==> config.mk <==
export PLATFORM = sky130hd
export DESIGN_NAME = seg_xlate
export DESIGN_NICKNAME = d
export VERILOG_FILES = /design/src/rtl/seg_xlate_pkg.sv /design/src/rtl/seg_xlate_ctrl.sv /design/src/rtl/seg_xlate_dp.sv /design/src/rtl/seg_xlate.sv
export SDC_FILE = /design/constraint.sdc
export NUM_CORES = 1
export LEC_CHECK = 0
export BUFFER_PORTS_ARGS = -buffer_cell sky130_fd_sc_hd__buf_2
export CAP_MARGIN = 20
export CORE_MARGIN = 2
export CORE_UTILIZATION = 40
export CTS_BUF_LIST = sky130_fd_sc_hd__clkbuf_2 sky130_fd_sc_hd__clkbuf_4 sky130_fd_sc_hd__clkbuf_8
export CTS_CLUSTER_SIZE = 40
export DETAILED_ROUTE_END_ITERATION = 10
export GPL_ROUTABILITY_DRIVEN = 1
export PLACE_DENSITY_LB_ADDON = 0.3
export SLEW_MARGIN = 15
export SYNTH_ARGS = -nofsm -noshare
export SYNTH_HDL_FRONTEND = slang
export SYNTH_SLANG_ARGS = --single-unit
==> constraint.sdc <==
create_clock -name clk -period 6.3 [get_ports clk]
set_input_delay 1.26 -clock clk [delete_from_list [all_inputs] [get_ports clk]]
set_output_delay 1.26 -clock clk [all_outputs]
set_load 0.01 [all_outputs]
==> src/rtl/seg_xlate_pkg.sv <==
package seg_xlate_pkg;
  parameter int VA_W  = 16;
  parameter int SEG_W = 2;
  parameter int PA_W  = 16;
  localparam int OFF_W = VA_W - SEG_W;
  localparam int NSEG  = 1 << SEG_W;

  typedef enum logic [1:0] {
    CAUSE_NONE   = 2'b00,
    CAUSE_BOUND  = 2'b01,
    CAUSE_UNUSED = 2'b10,
    CAUSE_PROT   = 2'b11
  } fault_cause_e;

  typedef struct packed {
    logic             used;
    logic             writable;
    logic [PA_W-1:0]  base;
    logic [OFF_W:0]   bound;
  } seg_entry_t;

  typedef struct packed {
    logic tblWr;
    logic reqTake;
  } ctl_strobe_t;
endpackage

==> src/rtl/seg_xlate_ctrl.sv <==
module seg_xlate_ctrl
  import seg_xlate_pkg::*;
(
  input  logic        kernelMode,
  input  logic        cfgWrEn,
  input  logic        reqValid,
  output ctl_strobe_t strb
);
  always_comb begin
    strb.tblWr   = cfgWrEn && kernelMode;
    strb.reqTake = reqValid;
  end
endmodule

==> src/rtl/seg_xlate_dp.sv <==
module seg_xlate_dp
  import seg_xlate_pkg::*;
(
  input  logic              clk,
  input  logic              rst_n,
  input  ctl_strobe_t       strb,
  input  logic [SEG_W-1:0]  cfgSeg,
  input  seg_entry_t        cfgEntry,
  input  logic [VA_W-1:0]   reqAddr,
  input  logic              reqWrite,
  output logic              rspValid,
  output logic [PA_W-1:0]   rspPaddr,
  output logic              rspFault,
  output fault_cause_e      rspCause
);
  seg_entry_t [NSEG-1:0] tbl;

  for (genvar g = 0; g < NSEG; g++) begin : g_entry
    always_ff @(posedge clk) begin
      if (!rst_n) begin
        tbl[g] <= '0;
      end else if (strb.tblWr && (cfgSeg == SEG_W'(g))) begin
        tbl[g] <= cfgEntry;
      end
    end
  end

  logic [SEG_W-1:0] segIdx;
  logic [OFF_W-1:0] offset;
  seg_entry_t       curEnt;
  logic [PA_W-1:0]  sumAddr;
  fault_cause_e     nextCause;

  always_comb begin
    segIdx  = reqAddr[VA_W-1 -: SEG_W];
    offset  = reqAddr[OFF_W-1:0];
    curEnt  = tbl[segIdx];
    sumAddr = curEnt.base + PA_W'(offset);
    if (!curEnt.used)                        nextCause = CAUSE_UNUSED;
    else if ({1'b0, offset} >= curEnt.bound) nextCause = CAUSE_BOUND;
    else if (reqWrite && !curEnt.writable)   nextCause = CAUSE_PROT;
    else                                     nextCause = CAUSE_NONE;
  end

  always_ff @(posedge clk) begin
    if (!rst_n || !strb.reqTake) begin
      rspValid <= 1'b0;
      rspPaddr <= '0;
      rspFault <= 1'b0;
      rspCause <= CAUSE_NONE;
    end else begin
      rspValid <= 1'b1;
      rspFault <= (nextCause != CAUSE_NONE);
      rspCause <= nextCause;
      rspPaddr <= (nextCause == CAUSE_NONE) ? sumAddr : '0;
    end
  end


  tbl_hold_chk: assert property (@(posedge clk) disable iff (!rst_n)
    !strb.tblWr |=> $stable(tbl));

  rsp_follow_chk: assert property (@(posedge clk) disable iff (!rst_n)
    strb.reqTake |=> rspValid);

  rsp_idle_chk: assert property (@(posedge clk) disable iff (!rst_n)
    !strb.reqTake |=> (!rspValid && !rspFault && rspPaddr == '0));

  fault_zero_chk: assert property (@(posedge clk) disable iff (!rst_n)
    rspFault |-> (rspValid && rspPaddr == '0));

  ok_cause_chk: assert property (@(posedge clk) disable iff (!rst_n)
    (rspValid && !rspFault) |-> (rspCause == CAUSE_NONE));
endmodule

==> src/rtl/seg_xlate.sv <==
module seg_xlate
  import seg_xlate_pkg::*;
(
  input  logic              clk,
  input  logic              rst_n,
  input  logic              kernelMode,
  input  logic              cfgWrEn,
  input  logic [SEG_W-1:0]  cfgSeg,
  input  logic [PA_W-1:0]   cfgBase,
  input  logic [OFF_W:0]    cfgBound,
  input  logic              cfgUsed,
  input  logic              cfgWritable,
  input  logic              reqValid,
  input  logic [VA_W-1:0]   reqAddr,
  input  logic              reqWrite,
  output logic              rspValid,
  output logic [PA_W-1:0]   rspPaddr,
  output logic              rspFault,
  output logic [1:0]        rspCause
);
  ctl_strobe_t  strb;
  seg_entry_t   cfgEntry;
  fault_cause_e causeE;

  assign cfgEntry = '{used: cfgUsed, writable: cfgWritable, base: cfgBase, bound: cfgBound};
  assign rspCause = causeE;

  seg_xlate_ctrl u_ctrl (
    .kernelMode (kernelMode),
    .cfgWrEn    (cfgWrEn),
    .reqValid   (reqValid),
    .strb       (strb)
  );

  seg_xlate_dp u_dp (
    .clk      (clk),
    .rst_n    (rst_n),
    .strb     (strb),
    .cfgSeg   (cfgSeg),
    .cfgEntry (cfgEntry),
    .reqAddr  (reqAddr),
    .reqWrite (reqWrite),
    .rspValid (rspValid),
    .rspPaddr (rspPaddr),
    .rspFault (rspFault),
    .rspCause (causeE)
  );
endmodule

==> summary.md <==
| Metric | Value |
|---|---|
| GPL Wtd Cong | 0.806 |
| Total of max-cap violations | 0 |
| Yosys warns | 0 |
| Post-synth top area cell | dfxtp_1 |
| Initial Utilization | 40.6% |
| Worst slew pin tran | around 0.90 ns |
| Post-CTS Repair Setup Buffers | 0 |
| IO Port Bufs | 76 |
| Leakage | a little over 3 nW |
| Worst hold path class | register to register |
| Syn_nets | roughly 900 |
| Crit Path Category | primary input to register |
| Final Hold Vio Count | 0 |
| Yosys top cell area share | a little over two fifths |
| Hpwl dp | 12100 um |
| Yosys cell types | 47 |
| Fmax achieved | roughly 0.24 GHz |
| Register area share after synthesis | around two fifths |
| Pin count of the biggest net entering global routing | 77 |
| Post-synthesis register bit count | between 150 and 200 |
| Remaining antenna violation count after routing | 0 |
| ANT cells | 0 |
| Setup violators final | 0 |
| Drc violations | 0 |
| PwrDens | 240 nW/um2 |
| # IOs | 77 |
| Netlist Area Pre-Place | approximately 7300 um2 |
| WP data arrival | approximately 4.5 ns |
| Post-cts resize count | 0 |
| Critical Path Max Stage Delay | roughly 0.68 ns |
| First-pass GRT wire length | between 20000 and 30000 um |
| # clock sinks | roughly 150 |
| Via count | slightly below 6000 |
| Cells after Synth | approximately 830 |
| Full die area | 19300 um2 |
| Mean number of vias per cell | 5.25 |
| Maximum VDD drop | between 150 and 200 uV |
| Share of layout cells above drive strength 1 | between 10% and 20% |
| H-tree Lvls | 4 |
| RSZ-0062 raised after global routing | false |
| Worst Skew | between 0.01 and 0.015 ns |
| Grt total ovfl | 0 |
| Worst setup SP type | primary input |
| Status | complete, no violations |
| Initial DRC count | 391 |
| Ys flop type | dfxtp_1 |
| Design area | about 8300 um2 |
| Initial antenna violation count | 1 |
| Critical path peak fanout | 25 |
| Pre-antenna DRT Iters | 4 |
| Req. time, crit path | about 6.7 ns |
| Wirelength per Cell | approximately 17 um |
| Period utilization | between 60% and 70% |
| TritonCTS clock tree | built |
| Die H | ~140 um |
| Clk slew on worst S/H paths | roughly 0.080 ns |
| Count leader, synth | nand2_1 |
| Synth top area cells | dfxtp_1 42%, nand2_1 14%, a21boi_0 14% |
| Max-slew violations | 0 |
| Syn-to-layout area delta | 13.3% |
| Synth cell count leaders | 280 x nand2_1, 152 x dfxtp_1, 132 x a21boi_0, 45 x clkbuf_1, 33 x mux4_2 |
| Crit end category | register |
| Die Span X | between 100 and 150 um |
| Nets | around 970 |
| Core ar. | between 15000 and 20000 um2 |
| Final WL | ~19000 um |
| Setup Total Neg Slack | 0 ns |
| Post-layout min period | 4.08 ns |
| Hold-fix buffers, CTS | 0 |
| Gr usage total | 19.9% |
| EDFF count, synth | 0 |
| Crit-path slowest cell | buf_2 |
| Mean Syn Cell Area | between 8 and 9 um2 |
| Async S/R FF share, synth | 0% |
| Rel. slew slack | 40.3% |
| Root Buffer Master | clkbuf_8 |
| Dpl cell area | approximately 7800 um2 |
| Vias in the first global route | 5534 |
| Worst-skew pair later-pin latency | about 0.46 ns |
| CTS Buf Count | 17 |
| Row cnt | a little under 50 |
| Crit path cell chain | buf_2 > buf_4 > mux4_2 > inv_1 > ha_1 > a211oi_1 > o21ai_1 > a2111o_1 > a21o_4 > nor4b_2 |
| Worst-case clock buffer depth | 2 |
registers in the layout, summed over array words and instances, names as in the netlist:
name,cells
u_dp.tbl,132
u_dp.rspPaddr,16
u_dp.rspCause,2
u_dp.rspFault,1
u_dp.rspValid,1
power by group:
part	internal [W]	switching, W
clock network	0.000455	0.000355
registers	0.000979	0.00000858
logic	0.0000774	0.000112
total	0.00151	0.000475
critical path: cells and delay by family:
kind                     cells  cell delay [ns]
adder cells (fa/ha/maj)      1             0.22
AND/OR/NAND/NOR              1             0.27
multiplexers                 1             0.52
AO/OA/AOI/OAI                4             1.06
buffers and inverters        3             1.11
path summary, 6_finish.rpt:
| check | depth (start not counted) | startpoint | slack [ns] | end |
|---|---|---|---|---|
| worst max-delay path | 10 | reqAddr[14] | 2.22 | u_dp.rspPaddr[13] |
| worst min-delay path | 2 | u_dp.tbl[96] | 0.47 | u_dp.tbl[96] |
| worst max register to register | 10 | u_dp.tbl[15] | 3.58 | u_dp.rspPaddr[12] |
| worst min register to register | 2 | u_dp.tbl[96] | 0.47 | u_dp.tbl[96] |
cell usage in the layout, fill, tap and decap left out, types with 5 or more instances in the layout:
master	count
buf_4	9
o21ai_0	11
a21oi_1	17
inv_1	26
dfxtp_1	152
ha_1	28
a21boi_0	132
buf_2	76
a21o_1	5
nor2_1	18
nand2b_1	5
clkbuf_8	19
mux4_2	33
nand3_1	6
nand2_1	278
nor3_1	6
nor2b_1	5
metrics by stage:
| step | worst slack, ns | std cells | power (W) | hold slack (ns) | util, % |
|---|---|---|---|---|---|
| floorplan | 2.05 | 828 | 0.00113 | 0.440 | - |
| global placement | 1.76 | 1091 | 0.00120 | 0.449 | 43.7 |
| detailed placement | 1.69 | 1091 | 0.00120 | 0.456 | 43.7 |
| CTS | 2.18 | 1120 | 0.00201 | 0.468 | 46.0 |
| global route | 1.96 | 1120 | 0.00206 | 0.481 | 46.0 |
| finish | 2.22 | 1120 | 0.00199 | 0.465 | 46.0 |
cell type report:
cell class	count	area, um2
Fill cell	1745	9690
Timing Repair Buffer	85	448
Inverter	26	97.6
Clock inverter	8	148
Sequential cell	152	3040
Clock buffer	21	277
Tap cell	229	287
Multi-Input combinational cell	599	3970
kinds of logic (layout without fill, tap and decap cells):
kind of cell	Yosys count	after routing	share of synthesized area, %
mux	36	36	10.6
compound gates	192	192	19.2
simple gates	338	338	18.8
flops	152	152	41.7
buf+inv	77	140	4.22
fa+ha+maj	29	29	5.07
xor+xnor	4	4	0.480
metal layers:
| metal | track usage, % | up-vias | wire [um] |
|---|---|---|---|
| li1 | - | 2926 | - |
| met3 | 4.52 | 21 | 1240 |
| met5 | 0 | - | 13 |
| met2 | 31.5 | 168 | 8860 |
| met4 | 6.06 | 2 | 311 |
| met1 | 27.2 | 2765 | 8460 |
No activity file was read; power rests on OpenSTA's default activity.
